File: src/rtl/sfd_pkg.sv
`timescale 1ns/1ps
package sfd_pkg;

  typedef enum logic [2:0] {
    ST_IDLE,
    ST_CLR,
    ST_REC,
    ST_LOW,
    ST_HIGH,
    ST_GAP,
    ST_LATCH,
    ST_TAIL
  } seq_state_e;

endpackage

File: src/rtl/sfd_phase_timer.sv
`timescale 1ns/1ps
module sfd_phase_timer #(
  parameter int HALF_CYC = 5
) (
  input  logic clk_i,
  input  logic rst_ni,
  input  logic run_i,
  output logic tick_o
);
  localparam int CW = (HALF_CYC < 2) ? 1 : $clog2(HALF_CYC);
  localparam logic [CW-1:0] LAST = CW'(HALF_CYC - 1);

  logic [CW-1:0] cnt_q;

  assign tick_o = run_i && (cnt_q == LAST);

  always_ff @(posedge clk_i or negedge rst_ni) begin
    if (!rst_ni) begin
      cnt_q <= '0;
    end else if (!run_i || tick_o) begin
      cnt_q <= '0;
    end else begin
      cnt_q <= cnt_q + 1'b1;
    end
  end
endmodule

File: src/rtl/sfd_dim_pwm.sv
`timescale 1ns/1ps
module sfd_dim_pwm #(
  parameter int PWM_W = 8
) (
  input  logic             clk_i,
  input  logic             rst_ni,
  input  logic [PWM_W-1:0] duty_i,
  output logic             oe_no
);
  logic [PWM_W-1:0] ramp_q;
  logic             oe_q;

  assign oe_no = oe_q;

  always_ff @(posedge clk_i or negedge rst_ni) begin
    if (!rst_ni) begin
      ramp_q <= '0;
      oe_q   <= 1'b1;
    end else begin
      ramp_q <= ramp_q + 1'b1;
      oe_q   <= !(ramp_q < duty_i);
    end
  end
endmodule

File: src/rtl/sfd_frame_seq.sv
`timescale 1ns/1ps
module sfd_frame_seq
  import sfd_pkg::*;
#(
  parameter int FRAME_BITS = 16
) (
  input  logic                  clk_i,
  input  logic                  rst_ni,
  input  logic                  start_i,
  input  logic [FRAME_BITS-1:0] frame_i,
  input  logic                  tick_i,
  output logic                  run_o,
  output logic                  sdata_o,
  output logic                  sclk_o,
  output logic                  rclk_o,
  output logic                  clr_no,
  output logic                  busy_o
);
  localparam int BW  = (FRAME_BITS < 2) ? 1 : $clog2(FRAME_BITS);
  localparam int MSB = FRAME_BITS - 1;
  localparam logic [BW-1:0] LAST_BIT = BW'(FRAME_BITS - 1);

  seq_state_e            state_q;
  logic [FRAME_BITS-1:0] word_q;
  logic [BW-1:0]         bit_q;
  logic                  need_clr_q;
  logic                  sdata_q, sclk_q, rclk_q, clr_nq, busy_q;

  assign run_o   = (state_q != ST_IDLE) && (state_q != ST_TAIL);
  assign sdata_o = sdata_q;
  assign sclk_o  = sclk_q;
  assign rclk_o  = rclk_q;
  assign clr_no  = clr_nq;
  assign busy_o  = busy_q;

  always_ff @(posedge clk_i or negedge rst_ni) begin
    if (!rst_ni) begin
      state_q    <= ST_IDLE;
      word_q     <= '0;
      bit_q      <= '0;
      need_clr_q <= 1'b1;
      sdata_q    <= 1'b0;
      sclk_q     <= 1'b0;
      rclk_q     <= 1'b0;
      clr_nq     <= 1'b1;
      busy_q     <= 1'b0;
    end else begin
      case (state_q)
        ST_IDLE: begin
          if (start_i) begin
            busy_q <= 1'b1;
            word_q <= frame_i;
            bit_q  <= '0;
            if (need_clr_q) begin
              clr_nq  <= 1'b0;
              state_q <= ST_CLR;
            end else begin
              sdata_q <= frame_i[MSB];
              state_q <= ST_LOW;
            end
          end
        end
        ST_CLR: if (tick_i) begin
          clr_nq     <= 1'b1;
          need_clr_q <= 1'b0;
          state_q    <= ST_REC;
        end
        ST_REC: if (tick_i) begin
          sdata_q <= word_q[MSB];
          state_q <= ST_LOW;
        end
        ST_LOW: if (tick_i) begin
          sclk_q  <= 1'b1;
          state_q <= ST_HIGH;
        end
        ST_HIGH: if (tick_i) begin
          sclk_q <= 1'b0;
          if (bit_q == LAST_BIT) begin
            state_q <= ST_GAP;
          end else begin
            word_q  <= {word_q[MSB-1:0], 1'b0};
            sdata_q <= word_q[MSB-1];
            bit_q   <= bit_q + 1'b1;
            state_q <= ST_LOW;
          end
        end
        ST_GAP: if (tick_i) begin
          rclk_q  <= 1'b1;
          state_q <= ST_LATCH;
        end
        ST_LATCH: if (tick_i) begin
          rclk_q  <= 1'b0;
          state_q <= ST_TAIL;
        end
        ST_TAIL: begin
          busy_q  <= 1'b0;
          state_q <= ST_IDLE;
        end
        default: state_q <= ST_IDLE;
      endcase
    end
  end
endmodule

File: src/rtl/shreg_frame_driver.sv
`timescale 1ns/1ps
module shreg_frame_driver #(
  parameter int FRAME_BITS   = 16,
  parameter int HALF_CYC     = 5,
  parameter int SYS_CLK_NS   = 10,
  parameter int MIN_PHASE_NS = 40,
  parameter int MIN_SCLK_NS  = 100,
  parameter int PWM_W        = 8
) (
  input  logic                  clk_i,
  input  logic                  rst_ni,
  input  logic                  start_i,
  input  logic [FRAME_BITS-1:0] frame_i,
  input  logic [PWM_W-1:0]      duty_i,
  output logic                  sdata_o,
  output logic                  sclk_o,
  output logic                  rclk_o,
  output logic                  clr_no,
  output logic                  oe_no,
  output logic                  busy_o
);
  localparam int PHASE_NS  = HALF_CYC * SYS_CLK_NS;
  localparam int PERIOD_NS = 2 * PHASE_NS;

  if (PHASE_NS < MIN_PHASE_NS) begin : g_phase_too_short
    $error("shift phase of %0d ns is below the %0d ns minimum", PHASE_NS, MIN_PHASE_NS);
  end
  if (PERIOD_NS < MIN_SCLK_NS) begin : g_sclk_too_fast
    $error("shift period of %0d ns is below the %0d ns minimum", PERIOD_NS, MIN_SCLK_NS);
  end
  if (FRAME_BITS < 2) begin : g_frame_too_small
    $error("frame must hold at least two bits");
  end

  logic run, tick;

  sfd_phase_timer #(.HALF_CYC(HALF_CYC)) u_timer (
    .clk_i (clk_i),
    .rst_ni(rst_ni),
    .run_i (run),
    .tick_o(tick)
  );

  sfd_frame_seq #(.FRAME_BITS(FRAME_BITS)) u_seq (
    .clk_i  (clk_i),
    .rst_ni (rst_ni),
    .start_i(start_i),
    .frame_i(frame_i),
    .tick_i (tick),
    .run_o  (run),
    .sdata_o(sdata_o),
    .sclk_o (sclk_o),
    .rclk_o (rclk_o),
    .clr_no (clr_no),
    .busy_o (busy_o)
  );

  sfd_dim_pwm #(.PWM_W(PWM_W)) u_pwm (
    .clk_i (clk_i),
    .rst_ni(rst_ni),
    .duty_i(duty_i),
    .oe_no (oe_no)
  );
endmodule

File: config.mk
export PLATFORM = sky130hd
export DESIGN_NAME = shreg_frame_driver
export DESIGN_NICKNAME = d
export VERILOG_FILES = /design/src/rtl/sfd_pkg.sv /design/src/rtl/sfd_phase_timer.sv /design/src/rtl/sfd_dim_pwm.sv /design/src/rtl/sfd_frame_seq.sv /design/src/rtl/shreg_frame_driver.sv
export SDC_FILE = /design/constraint.sdc
export NUM_CORES = 1
export LEC_CHECK = 0
export ABC_AREA = 1
export BUFFER_PORTS_ARGS = -buffer_cell sky130_fd_sc_hd__buf_2
export CORE_MARGIN = 2
export CORE_UTILIZATION = 57
export CTS_BUF_LIST = sky130_fd_sc_hd__clkbuf_16
export CTS_CLUSTER_DIAMETER = 120
export DETAILED_ROUTE_END_ITERATION = 8
export GPL_ROUTABILITY_DRIVEN = 0
export GPL_TIMING_DRIVEN = 0
export HOLD_SLACK_MARGIN = 0.12
export PLACE_DENSITY_LB_ADDON = 0.15
export SLEW_MARGIN = 5
export SYNTH_ARGS = -nofsm -noshare
export SYNTH_HDL_FRONTEND = slang
export SYNTH_SLANG_ARGS = --single-unit
export TNS_END_PERCENT = 10
File: constraint.sdc
create_clock -name clk_i -period 1.55 [get_ports clk_i]
set_input_delay 0 -clock clk_i [delete_from_list [all_inputs] [get_ports clk_i]]
set_output_delay 0 -clock clk_i [all_outputs]
set_load 0.02 [all_outputs]
## After elaboration in Yosys (flattened, before gate mapping)

Index checks and enable logic that the tools add are counted.
Widths: inputs -> output; s select.

| cells by class | value |
|---|---|
| $add $sub $neg | 3 |
| magnitude comparators | 1 |
| eq/ne operators | 20 |
| multiplexer cells | 34 |
| reduce and logical (&&, ||, !) cells | 21 |

Operators with widths:

| cell | count |
|---|---|
| $mux 16 | 3 |
| $pmux 16 s2 | 1 |
| $mux 3 | 9 |
| $pmux 3 s8 | 1 |
| $ne 2x2->1 const B | 9 |
| $eq 3x3->1 const B | 5 |
| $mux 4 | 3 |
| $mux 1 | 10 |
| $reduce_bool 2->1 | 5 |
| $add 8x1->8 const B | 1 |
| $lt 8x8->1 | 1 |
| $pmux 1 s2 | 4 |
| $pmux 4 s2 | 1 |
| $reduce_and 4->1 | 2 |
| $reduce_and 7->1 | 1 |
| $eq 3x2->1 const B | 2 |
| $reduce_and 3->1 | 2 |
| $reduce_and 6->1 | 1 |
| $reduce_bool 3->1 | 2 |
| $add 4x1->4 const B | 1 |
| $eq 4x4->1 const B | 1 |
| $reduce_and 2->1 | 2 |
| $add 3x1->3 const B | 1 |
| $eq 3x1->1 const B | 1 |
| 8 further kinds | 10 |

| word-level totals | value |
|---|---|
| flip-flop bits (word level) | 41 |
| bits of input ports | 27 |
| output and inout port bits | 6 |
| word-level logic and storage cells | 91 |

## Logic depth before layout (Yosys ltp)

Gate-level depths: netlist of run 1.

| depth | value |
|---|---|
| depth after elaboration | 5 |
| gate-level depth with buffers | 10 |
| gate-level depth less buffers | 10 |

## Hierarchy

From an unflattened synthesis of run 1, not the netlist that was laid out.

| second synthesis, totals | value |
|---|---|
| cells, all modules | 298 |
| area total of the unflattened synthesis | 2,277.2 µm² |

By module, submodules not included:

| module | times used | cells an instance | area an instance (µm²) | seq. area each (µm²) |
|---|---|---|---|---|
| sfd_frame_seq | 1 | 218 | 1,566.5 | 728.2 |
| sfd_dim_pwm | 1 | 60 | 549.3 | 226.5 |
| sfd_phase_timer | 1 | 20 | 161.4 | 75.1 |

## Worst setup path before layout of run 1

No wires, ideal clock.

| timing path | value |
|---|---|
| path kind | register -> register |
| from | reg u_timer.cnt_q[0] |
| to | reg u_seq.word_q[15] |
| setup time | 0.116 ns |
| arrival time | 1.295 ns |
| data required time | 1.434 ns |
| setup slack | 0.139 ns |
| cell stages (with the launch flop) | 10 |
| buffers on the path | 1 |
| period minus slack after synthesis | 1.411 ns |
| cell sequence | dfrtp_1 inv_1 ha_1 nand2_1 nand3_1 nand3_4 inv_4 buf_6 nand2_1 nand2_1 |

| between the ends | value |
|---|---|
| word-level cells in the longest chain between the ends | 4 |

RTL lines:

| what | line | RTL |
|---|---|---|
| start, declared | sfd_phase_timer.sv:13 | `logic [CW-1:0] cnt_q;` |
| start signal, assigned | sfd_phase_timer.sv:23 | `cnt_q <= cnt_q + 1'b1;` |
| $eq 3x3->1 | sfd_phase_timer.sv:15 | `assign tick_o = run_i && (cnt_q == LAST);` |
| $logic_and 1x1->1 | sfd_phase_timer.sv:15 |  |
| $ne 2x2->1 (no source line) | - |  |
| $reduce_and 4->1 (no source line) | - |  |
| end signal, assigned | sfd_frame_seq.sv:52 | `word_q <= frame_i;` |
| end signal, assigned | sfd_frame_seq.sv:81 | `word_q <= {word_q[MSB-1:0], 1'b0};` |
| end, declared | sfd_frame_seq.sv:24 | `logic [FRAME_BITS-1:0] word_q;` |

No other way between the ends.
A chain may end at the register's enable or synchronous reset.

## Worst setup path in the final report of run 1

| timing path | value |
|---|---|
| from | reg u_timer.cnt_q[0] |
| to | reg u_seq.word_q[2] |

The elaborated chain is that of the path after synthesis.

==> metrics.cfg, run 1 <==
[route]
post_drt_wl_per_cell_microns = 11.7
drt_wl_total_microns = 4700
drt_pass1_iterations = 4
avgViaCountPerCell = 4.90
drcViolationCount = 0
via_count = 1976
drt.antenna.violating_nets = 0
drt_iter0_markers = 143

[synthesis]
synthesized_net_count = 333
synth-warning-count = 0
syn-instance-count = 295
avgSynthCellArea_sq_um = 7.72
synth.distinct_cells = 27
synthesis.area_sq_um = 2280
post-synth-top-area-fraction_pct = 41.7
postSynthRegisterBits = 41
synth_seq_area_share_pct = 45.2
synth_largest_area_cell = dfrtp_1
synth.area.top_cells = dfrtp_1 42%, nand2_1 22%, ha_1 6.0%

[placed_design]
number_of_i_o_port_buffers = 32
placedInstanceArea_sq_um = 2500
place_ws_ns = -0.0569
placed_cells_incl_taps = 375
hpwl_microns = 3120

[min_path]
worst_hold_path.endpoint = u_pwm.oe_no
worst_hold_path_type = in -> reg
hp-start = duty_i[0]
hold_path_depth = 6

[global_routing]
grt_pass1_wl_microns = 8160
largest_net_degree_at_the_start_of_global_routing = 42
antenna_found_initial = 0
globalRouteTotalUtil_pct = 23.9
total_overflow_reported_by_the_global_router = 0
grt_pass1_vias = 1932

[die]
top_level_ports = 33
coreArea_sq_um = 3740
num_rows = 22
die_area_sq_um = 4520
fp.dieH_microns = 67.2
initial_core_util_pct = 60.9
fp.dieW_microns = 67.2

[finish]
layout.filler_cells = 311
area_growth_pct = 24.8
stdcell_count = 403
net_count_reported_at_finish = 392
final_design_area_no_fill_sq_um = 2840
insertedDiodeCount = 0
drive_gt1_share_pct = 18.3
utilization_pct = 75.9

[clocking]
deepest_clock_path_buffer_count = 2
cts_buffers = 5
clock_sink_count = 41
clock_latency_on_the_worst_skew_pair_ns = 0.28
clock_tree_from_tritoncts = yes
clk_transition_reported_paths_ns = 0.05
clockRootBuffer = clkbuf_16
h-tree-depth = 2

[timing]
max_slew_margin_pct = 40.8
timing.final.crit_period_ns = 1.43
final_hold_fails = 0
final.setup.worst_slack_ns = 0.117
report.final.setup_viol = 0
maxSlewViolCount = 0
max_freq_mhz = 698
clock-skew-final_ns = 0.00415
finalCritPeriodShare_pct = 92.5
slew_worst_pin_ns = 0.888

[setup_path]
cp.arrival_ns = 1.60
timing.reg2reg.worst_path_depth = 9
worst_ep_required_time_ns = 1.72
timing.critical_path.to_type = flop
reg_to_reg_end = u_seq.word_q[2]
r2r_setup_slack_ns = 0.12
crit_path_start_kind = flop
crit_type = reg -> reg
timing.critical_path.fanout_max = 10
crit-reg2reg-launch = u_timer.cnt_q[0]

[power]
leakagePower_nw = 1.60
worst_ir_drop_vdd_mv = 0.917
power_density_nw_per_um2 = 1660

[outcome]
status = complete, no violations

[job]
timing.max_cap.violations = 0

## synth_stat cells
cell type,number
nor2_8,1
dfrtp_1,38
a21oi_1,6
nand2_1,133
buf_4,4
or2_2,1
nor3_1,1
or2_0,1
xnor2_1,2
o21ai_1,4
inv_1,27
xor2_1,5
nand3_2,1
inv_4,1
o22a_1,1
buf_6,5
nor2_1,17
o21a_1,1
dfstp_2,3
ha_1,11
nor2_2,1
inv_2,2
nand2_2,4
o21ai_0,4
nand4_1,2
nand3_4,1
nand3_1,18
## stage by stage
stage          power (W)  hold WS [ns]  setup TNS [ns]
2_1_floorplan    0.00320        -0.296               0
3_3_place_gp     0.00360         0.171          -0.254
3_5_place_dp     0.00366         0.177          -0.457
4_1_cts          0.00467         0.165               0
5_1_grt          0.00514         0.243       -0.000474
6_report         0.00473         0.167               0
## registers in the layout, indices dropped and copies added, names as in the netlist
name / flops
u_seq.word_q: 16
u_pwm.ramp_q: 8
u_seq.bit_q: 4
u_seq.state_q: 3
u_timer.cnt_q: 3
u_pwm.oe_no: 1
u_seq.busy_o: 1
u_seq.clr_no: 1
u_seq.need_clr_q: 1
u_seq.rclk_o: 1
u_seq.sclk_o: 1
u_seq.sdata_o: 1
## placed cells by master, fill, tap and decap left out, types with 5 or more instances in the layout
master	instances
a21oi_1	6
buf_2	32
buf_4	6
buf_6	5
clkbuf_16	5
dfrtp_1	38
dlygate4sd3_1	18
ha_1	11
inv_1	29
nand2_1	132
nand3_1	17
nor2_1	17
xor2_1	5
## logic make-up after synthesis
kind of cell             share of synthesized area (%)
AO/OA/AOI/OAI                                     3.79
flip-flops                                        45.2
buffers and inverters                             8.84
adder cells (fa/ha/maj)                           6.04
XOR/XNOR                                          2.69
AND/OR/NAND/NOR                                   33.4
## how the worst max path moves through the flow
stage                                start                to  slack [ns]  depth (start not counted)
after floorplan           u_timer.cnt_q[0]  u_seq.word_q[15]        0.14                          9
after global placement    u_timer.cnt_q[0]   u_seq.word_q[2]       -0.03                          9
after detailed placement  u_timer.cnt_q[0]   u_seq.word_q[5]       -0.06                          9
after CTS                 u_timer.cnt_q[0]   u_seq.word_q[5]        0.02                          9
after global routing      u_timer.cnt_q[0]   u_seq.word_q[7]     -0.0005                          9
final                     u_timer.cnt_q[0]   u_seq.word_q[2]        0.12                          9
## worst max-delay path, stage by stage (launching register included)
cell and delay [ns]:
dfrtp_1 0.37, inv_1 0.05, ha_1 0.22, nand2_4 0.10, nand3_1 0.15, nand3_4 0.13, inv_4 0.06, buf_6 0.14
nand2_1 0.05, nand2_1 0.05
## report_power, final
group          total, W  switching, W  internal, W
Clock          0.000953      0.000375     0.000578
Sequential      0.00162      0.000198      0.00142
Combinational   0.00216       0.00131     0.000855
## cell type report
| class | count | area (sq um) | share of cell area, % |
|---|---|---|---|
| Clock inverter | 3 | 11.3 | 0.396 |
| Inverter | 30 | 115 | 4.05 |
| Timing Repair Buffer | 52 | 355 | 12.5 |
| Buffer | 9 | 86.3 | 3.04 |
| Sequential cell | 41 | 1030 | 36.2 |
| Clock buffer | 5 | 125 | 4.40 |
| Tap cell | 48 | 60.1 | 2.11 |
| Multi-Input combinational cell | 215 | 1060 | 37.3 |
## metal layers
layer	share of wire [%]	track usage (%)	vias to the layer above
li1	-	-	1027
met1	43	28.7	915
met2	53	43.2	32
met3	3.2	5.17	2
met4	0.45	6.63	0
met5	0	0	-
## timing repair
| item | in CTS | in global routing |
|---|---|---|
| cloned | 0 | 0 |
| hold buffers | 18 | 0 |
| endpoints found under the hold margin | 55 | 0 |
| pin swaps | 0 | 1 |
| setup buffers | 0 | 2 |
| setup endpoints to repair | 12 | 16 |
| resized for setup | 1 | 2 |
No activity file was read; power rests on OpenSTA's default activity.
==> run 2: changes to the inputs <==
--- a/config.mk
+++ b/config.mk
@@ -7,6 +7,7 @@
 export LEC_CHECK = 0
 export ABC_AREA = 1
 export BUFFER_PORTS_ARGS = -buffer_cell sky130_fd_sc_hd__buf_2
+export CORE_ASPECT_RATIO = 1.2
 export CORE_MARGIN = 2
 export CORE_UTILIZATION = 57
 export CTS_BUF_LIST = sky130_fd_sc_hd__clkbuf_16
==> run 2 against run 1 <==
Against the previous run:
- clock power is 25% higher
- first-iteration DRC count is 44% lower
- critical path type unchanged
- combinational power hardly changed
- power is 4.5% higher
==> metrics.cfg, run 2 (same netlist as run 1, synthesis figures left out) <==
[timing]
maxSlewViolCount = 0  ; unchanged
finalCritPeriodShare_pct = 93.0  ; was 92.5%
timing.final.crit_period_ns = 1.44  ; was 1.43 ns
clock-skew-final_ns = 0.00516  ; was 0.00415 ns
max_freq_mhz = 693  ; was 698 MHz
final_hold_fails = 0  ; unchanged
slew_worst_pin_ns = 0.892  ; was 0.888 ns
max_slew_margin_pct = 40.5  ; was 40.8%
report.final.setup_viol = 0  ; unchanged
rsz_0062_raised_after_global_routing = false

[route]
drt_iter0_markers = 80  ; was 143
drcViolationCount = 0  ; unchanged
post_drt_wl_per_cell_microns = 11.3  ; was 11.7 microns
avgViaCountPerCell = 4.86  ; was 4.90
drt_wl_total_microns = 4620  ; was 4700 microns
drt.antenna.violating_nets = 0  ; unchanged
drt_pass1_iterations = 4  ; unchanged
via_count = 1983  ; was 1976

[finish]
final_cell_mix = 132 x nand2_1, 38 x dfrtp_1, 32 x buf_2, 27 x inv_1, 18 x dlygate4sd3_1  ; was 132 x nand2_1, 38 x dfrtp_1, 32 x buf_2, 29 x inv_1, 18 x dlygate4sd3_1
net_count_reported_at_finish = 391  ; was 392
regMostFlops = u_seq.word_q  ; unchanged
final_design_area_no_fill_sq_um = 2890  ; was 2840 sq um
layout_top_registers = u_seq.word_q x16, u_pwm.ramp_q x8, u_seq.bit_q x4  ; unchanged
area_growth_pct = 26.7  ; was 24.8%
mostFrequentLayoutCell = nand2_1  ; unchanged
drive_gt1_share_pct = 19.2  ; was 18.3%
largest_register_ff_count = 16  ; unchanged
insertedDiodeCount = 0  ; unchanged
stdcell_count = 408  ; was 403

[setup_path]
timing.critical_path.fanout_max = 8  ; was 10
cp_slowest_cell = dfrtp_1  ; unchanged
worst_setup_path_startpoint = u_timer.cnt_q[0]  ; unchanged
cp.arrival_ns = 1.61  ; was 1.60 ns
slowest_stage_delay_on_critical_path_ns = 0.37  ; about the same
crit-reg2reg-launch = u_timer.cnt_q[0]  ; unchanged
timing.critical_path.max_delay_family = simple AND/OR/NAND/NOR gates  ; unchanged
crit_path_start_kind = flop  ; unchanged
worst_ep_required_time_ns = 1.72  ; about the same
crit_type = reg -> reg  ; unchanged
buf_inv_stages_crit_path = 3  ; unchanged
crit_top_cell = nand2_1  ; unchanged
timing.critical_path.to_type = flop  ; unchanged
crit_chain = inv_1 -> ha_1 -> nand2_4 -> nand3_2 -> nand3_4 -> inv_4 -> buf_4 -> nand2_1 -> nand2_1  ; was inv_1 -> ha_1 -> nand2_4 -> nand3_1 -> nand3_4 -> inv_4 -> buf_6 -> nand2_1 -> nand2_1

[power]
seq_power_share_pct = 32.5  ; was 34.2%
power_density_nw_per_um2 = 1710  ; was 1660 nW/um^2
netSwitchingPower_w = 0.00193  ; was 0.00188 W
leakagePower_nw = 1.61  ; was 1.60 nW
post-layout-total-power_w = 0.00494  ; was 0.00473 W
p_int_w = 0.00302  ; was 0.00285 W
pwr-share-clk_pct = 24.0  ; was 20.1%
worst_ir_drop_vdd_mv = 0.972  ; was 0.917 mV
sw_frac_of_total_pct = 39.0  ; was 39.7%
pwr-share-comb_pct = 43.5  ; was 45.7%

[placed_design]
hpwl_microns = 3070  ; was 3120 microns
placedInstanceArea_sq_um = 2510  ; was 2500 sq um
placed_cells_incl_taps = 381  ; was 375
number_of_i_o_port_buffers = 32  ; unchanged

[clocking]
deepest_clock_path_buffer_count = 2  ; unchanged
clock_tree_from_tritoncts = yes  ; unchanged
h-tree-depth = 2  ; unchanged
cts_buffers = 5  ; unchanged
clock_sink_count = 41  ; unchanged
clock_latency_on_the_worst_skew_pair_ns = 0.28  ; about the same
clockRootBuffer = clkbuf_16  ; unchanged
clk_transition_reported_paths_ns = 0.06  ; was 0.05 ns

[die]
initial_core_util_pct = 58.7  ; was 60.9%
coreArea_sq_um = 3880  ; was 3740 sq um
fp.dieW_microns = 61.7  ; was 67.2 microns
die_area_sq_um = 4520  ; about the same
top_level_ports = 33  ; unchanged
num_rows = 25  ; was 22
fp.dieH_microns = 73.3  ; was 67.2 microns

[global_routing]
grt_pass1_vias = 1902  ; was 1932
grt_pass1_wl_microns = 8000  ; was 8160 microns
antenna_found_initial = 0  ; unchanged
largest_net_degree_at_the_start_of_global_routing = 42  ; unchanged
total_overflow_reported_by_the_global_router = 0  ; unchanged
globalRouteTotalUtil_pct = 23.9  ; about the same

[min_path]
worst_hold_path_type = in -> reg  ; unchanged
hp-start = duty_i[0]  ; unchanged

[outcome]
status = complete, no violations  ; unchanged

[job]
timing.max_cap.violations = 0  ; unchanged

-- run 2: changes by cell type in the layout (fill, tap and decap cells not counted) --
| cell | delta |
|---|---|
| buf_4 | -2 |
| inv_1 | -2 |
| buf_6 | +1 |
| bufinv_16 | +1 |
| clkinv_1 | -1 |
| clkinv_4 | +1 |
| clkinvlp_4 | +1 |
| nand3_1 | -1 |
| nand3_2 | +1 |
-- run 2: final timing paths --
kind / to / slack [ns] / depth (start not counted)
worst min-delay path: u_pwm.oe_no / 0.14 / 6
worst max-delay path: u_seq.word_q[10] / 0.11 / 9
worst min register to register: u_seq.need_clr_q / 0.46 / 2
max in group asynchronous: u_seq.word_q[12] / 0.61 / 2
worst max register to register: u_seq.word_q[10] / 0.11 / 9
min in group asynchronous: u_seq.state_q[2] / 0.38 / 2
-- run 2: final cells by class --
| class | count | area, sq um |
|---|---|---|
| Sequential cell | 41 | 1030 |
| Buffer | 9 | 90.1 |
| Clock buffer | 5 | 125 |
| Clock inverter | 3 | 46.3 |
| Inverter | 30 | 115 |
| Multi-Input combinational cell | 215 | 1060 |
| Tap cell | 54 | 67.6 |
| Timing Repair Buffer | 51 | 348 |
| Fill cell | 318 | 992 |
-- run 2: through the flow --
step                      setup WS, ns  hold slack, ns  setup TNS (ns)  utilization, %
after CTS                       0.0201           0.167               0            73.7
after global placement         -0.0398           0.184          -0.320            64.6
final                            0.108           0.144               0            74.4
after detailed placement       -0.0427           0.182          -0.333            64.6
after global routing           0.00849           0.193               0            74.4
after floorplan                  0.139          -0.296               0               -
-- run 2: power groups by stage --
stage	combinational, W	sequential (W)	clock (W)
finish	0.00215	0.00161	0.00119
global route	0.00246	0.00166	0.00124
CTS	0.00209	0.00161	0.00121
detailed placement	0.00203	0.00162	0
global placement	0.00199	0.00161	0
floorplan	0.00155	0.00164	0
-- run 2: worst reg2reg max path: cells and delay by family, from the launching register on --
family                   cells  cell delay, ns
adder cells (fa/ha/maj)      1            0.22
flip-flops                   1            0.37
buffers and inverters        3            0.25
AND/OR/NAND/NOR              5            0.49
-- run 2: timing repair --
item	4_1_cts	5_1_grt
hold buffers	18	0
setup endpoints to repair	12	14
hold endpoints to repair	56	0
gates resized for setup	1	4
setup buffers	0	1
-- run 2: layer usage --
metal / wire length (microns) / up-vias / track usage (%)
met1: 2000 / 911 / 28.4
met4: 57 / 0 / 8.75
met3: 190 / 4 / 5.81
li1: - / 1028 / -
met2: 2370 / 40 / 40.9
met5: 0 / - / 0
==> run 3: changes to the inputs <==
--- a/config.mk
+++ b/config.mk
@@ -5,7 +5,6 @@
 export SDC_FILE = /design/constraint.sdc
 export NUM_CORES = 1
 export LEC_CHECK = 0
-export ABC_AREA = 1
 export BUFFER_PORTS_ARGS = -buffer_cell sky130_fd_sc_hd__buf_2
 export CORE_ASPECT_RATIO = 1.2
 export CORE_MARGIN = 2
@@ -20,5 +19,6 @@
 export SLEW_MARGIN = 5
 export SYNTH_ARGS = -nofsm -noshare
 export SYNTH_HDL_FRONTEND = slang
+export SYNTH_HIERARCHICAL = 1
 export SYNTH_SLANG_ARGS = --single-unit
 export TNS_END_PERCENT = 10
==> run 3 against run 2 <==
Against the previous run:
- die area fell by 0.10%
- clock power is 21% lower
- worst setup slack lost 0.60 ns
- worst hold slack got worse by 0.031 ns
- final area up 7.2%
- the run now ends with negative setup slack left
- highest routed layer unchanged
- critical endpoint is now u_seq/word_q[12]
==> metrics.cfg, run 3 <==
[outcome]
status = finished with violations  ; was complete, no violations
violated_checks = negative setup slack

[power]
post-layout-total-power_w = 0.00215  ; was 0.00494 W
seq_power_share_pct = 49.9  ; was 32.5%
pwr-share-clk_pct = 43.7  ; was 24.0%
sw_frac_of_total_pct = 19.8  ; was 39.0%
p_int_w = 0.00173  ; was 0.00302 W
pwr-share-comb_pct = 6.4  ; was 43.5%
netSwitchingPower_w = 0.000427  ; was 0.00193 W
leakagePower_nw = 1.54  ; was 1.61 nW
worst_ir_drop_vdd_mv = 0.723  ; was 0.972 mV
power_density_nw_per_um2 = 696  ; was 1710 nW/um^2

[synthesis]
synth.area.top_cells = dfrtp_1 42%, mux2_2 12%, ha_1 6.0%  ; was dfrtp_1 42%, nand2_1 22%, ha_1 6.0%
synth_async_sr_flop_share_pct = 100  ; unchanged
synth.distinct_cells = 46  ; was 27
postSynthRegisterBits = 41  ; unchanged
yosys_most_used_dff = dfrtp_1  ; unchanged
syn-instance-count = 196  ; was 295
synth_largest_area_cell = dfrtp_1  ; unchanged
post-synth-top-area-fraction_pct = 41.8  ; was 41.7%
yosysMostFrequentCell = dfrtp_1  ; was nand2_1
leading_cell_types_by_count_after_synthesis = 38 x dfrtp_1, 24 x mux2_2, 14 x inv_1  ; was 133 x nand2_1, 38 x dfrtp_1, 27 x inv_1
synth-warning-count = 6  ; was 0
synth_seq_area_share_pct = 45.2  ; about the same
number_of_synthesized_flops_with_an_enable_pin = 0  ; unchanged
avgSynthCellArea_sq_um = 11.6  ; was 7.72 sq um
synthesis.area_sq_um = 2280  ; about the same
synthesized_net_count = 234  ; was 333

[finish]
final_cell_mix = 38 x dfrtp_1, 32 x buf_2, 24 x mux2_2, 17 x buf_4, 16 x dlygate4sd3_1  ; was 132 x nand2_1, 38 x dfrtp_1, 32 x buf_2, 27 x inv_1, 18 x dlygate4sd3_1
drive_gt1_share_pct = 46.0  ; was 19.2%
final_design_area_no_fill_sq_um = 3100  ; was 2890 sq um
utilization_pct = 79.8  ; was 74.4%
layout.filler_cells = 247  ; was 318
area_growth_pct = 36.0  ; was 26.7%
multi_input_area_sq_um = 1180  ; was 1060 sq um
layout_top_registers = u_seq/word_q x16, u_pwm/ramp_q x8, u_seq/bit_q x4  ; was u_seq.word_q x16, u_pwm.ramp_q x8, u_seq.bit_q x4
insertedDiodeCount = 0  ; unchanged
seq_area_sq_um = 1030  ; unchanged
mostFrequentLayoutCell = dfrtp_1  ; was nand2_1
net_count_reported_at_finish = 310  ; was 391
largest_register_ff_count = 16  ; unchanged
regMostFlops = u_seq/word_q  ; was u_seq.word_q

[route]
drt.antenna.violating_nets = 0  ; unchanged
drcViolationCount = 0  ; unchanged
via_count = 1820  ; was 1983
post_drt_wl_per_cell_microns = 16.1  ; was 11.3 microns
drt_wl_total_microns = 5250  ; was 4620 microns
drt_pass1_iterations = 4  ; unchanged
drt_iter0_markers = 167  ; was 80
avgViaCountPerCell = 5.58  ; was 4.86

[global_routing]
antenna_found_initial = 0  ; unchanged
grt_pass1_wl_microns = 7870  ; was 8000 microns
grt_pass1_vias = 1783  ; was 1902
globalRouteTotalUtil_pct = 23.9  ; about the same
largest_net_degree_at_the_start_of_global_routing = 42  ; unchanged
total_overflow_reported_by_the_global_router = 0  ; unchanged

[die]
initial_core_util_pct = 58.7  ; about the same
num_rows = 25  ; unchanged
coreArea_sq_um = 3880  ; unchanged
die_area_sq_um = 4520  ; about the same
fp.dieW_microns = 61.7  ; about the same
fp.dieH_microns = 73.2  ; was 73.3 microns
top_level_ports = 33  ; unchanged

[timing]
max_slew_margin_pct = 39.1  ; was 40.5%
final.setup.worst_slack_ns = -0.492  ; was 0.108 ns
finalHoldWorstSlack_ns = 0.113  ; was 0.144 ns
max_freq_mhz = 490  ; was 693 MHz
final_hold_fails = 0  ; unchanged
clock-skew-final_ns = 0.00272  ; was 0.00516 ns
maxSlewViolCount = 0  ; unchanged
finalCritPeriodShare_pct = 132  ; was 93.0%
timing.final.crit_period_ns = 2.04  ; was 1.44 ns
slew_worst_pin_ns = 0.913  ; was 0.892 ns
rsz_0062_raised_after_global_routing = true  ; was false
report.final.setup_viol = 28  ; was 0
fin_tns_setup_ns = -10.61  ; was 0 ns

[setup_path]
crit_path_start_kind = flop  ; unchanged
timing.critical_path.to_type = flop  ; unchanged
cp.arrival_ns = 2.20  ; was 1.61 ns
crit_type = reg -> reg  ; unchanged
timing.critical_path.fanout_max = 10  ; was 8
worst_ep_required_time_ns = 1.71  ; was 1.72 ns

[clocking]
cts_buffers = 5  ; unchanged
clk_transition_reported_paths_ns = 0.05  ; was 0.06 ns
h-tree-depth = 2  ; unchanged
clock_sink_count = 41  ; unchanged
clock_tree_from_tritoncts = yes  ; unchanged
clock_latency_on_the_worst_skew_pair_ns = 0.28  ; about the same
clockRootBuffer = clkbuf_16  ; unchanged
deepest_clock_path_buffer_count = 2  ; unchanged

[min_path]
worst_hold_path_type = in -> reg  ; unchanged

[placed_design]
placedInstanceArea_sq_um = 2530  ; was 2510 sq um
hpwl_microns = 3270  ; was 3070 microns
number_of_i_o_port_buffers = 32  ; unchanged

[job]
timing.max_cap.violations = 0  ; unchanged

## run 3: changes by cell type after synthesis, moves of 4 or more
cell      before  now
mux2_4         0    7
nand3_1       18    6
nor2_1        17    9
o21ai_1        4    0
buf_4          4    0
inv_1         27   14
mux2_2         0   24
nand2_2        4    0
and3_1         0    6
nand2_1      133    8
xor2_1         5    1
clkbuf_1       0    4
## run 3: repair_timing
item / CTS / global route
endpoints found under the setup margin: 28 / 29
pin swaps: 6 / 11
resized for setup: 6 / 24
buffers inserted: 5 / 18
cloned: 0 / 1
hold buffers: 16 / 0
endpoints found under the hold margin: 53 / 0
## run 3: routing by layer
metal / share of wire (%) / GRT usage, %
met5: 0 / 0
met4: 2.8 / 10.2
met3: 5.1 / 5.85
met2: 52 / 40.7
met1: 40 / 27.8
## run 3: worst max-delay path, stage by stage (launching register included)
cell	delay [ns]
dfrtp_1	0.43
buf_8	0.16
and3_4	0.20
nor2_4	0.09
inv_2	0.06
nor2_4	0.12
and3_4	0.21
o21ai_4	0.06
buf_12	0.16
buf_12	0.14
mux2_4	0.30
## run 3: logic make-up after synthesis
kind of cell,Yosys count,share of synthesized area [%]
flops,41,45.2
buf+inv,24,6.65
fa+ha+maj,11,6.05
mux,32,16.9
simple gates,49,12.4
xor+xnor,6,2.31
compound gates,33,10.4
## run 3: layout make-up
type                    instances  share of cell area, %
multi-input cells             131                   38.3
flip-flops and latches         41                   33.3
repair buffers                 71                   16.9
clock buffers                   5                   4.04
plain buffers                   8                   3.35
well taps                      54                   2.18
inverters                      14                   1.70
clock inverters                 2                  0.243
## run 3: path summary, 6_finish.rpt
kind / from / to / slack (ns) / cells after the start
worst max-delay path: u_seq/state_q[2] / u_seq/word_q[12] / -0.49 / 10
worst min-delay path: frame_i[5] / u_seq/word_q[5] / 0.11 / 3
worst max register to register: u_seq/state_q[2] / u_seq/word_q[12] / -0.49 / 10
worst min register to register: u_pwm/ramp_q[7] / u_pwm/ramp_q[7] / 0.50 / 1
max in group asynchronous: rst_ni / u_seq/state_q[0] / 0.58 / 2
min in group asynchronous: rst_ni / u_timer/cnt_q[2] / 0.40 / 2
## run 3: power by group through the flow
stage	clock network [W]	registers, W	logic (W)
final	0.000941	0.00107	0.000139
after global routing	0.00101	0.00107	0.000153
after CTS	0.000958	0.00107	0.000136
after detailed placement	0	0.00109	0.000105
after global placement	0	0.00109	0.0000983
after floorplan	0	0.00109	0.0000392
## run 3: through the flow
stage               std cells  worst slack, ns
floorplan                 196           -0.469
detailed placement        282           -0.763
CTS                       310           -0.605
global route              326           -0.536
finish                    326           -0.492
global placement          282           -0.705
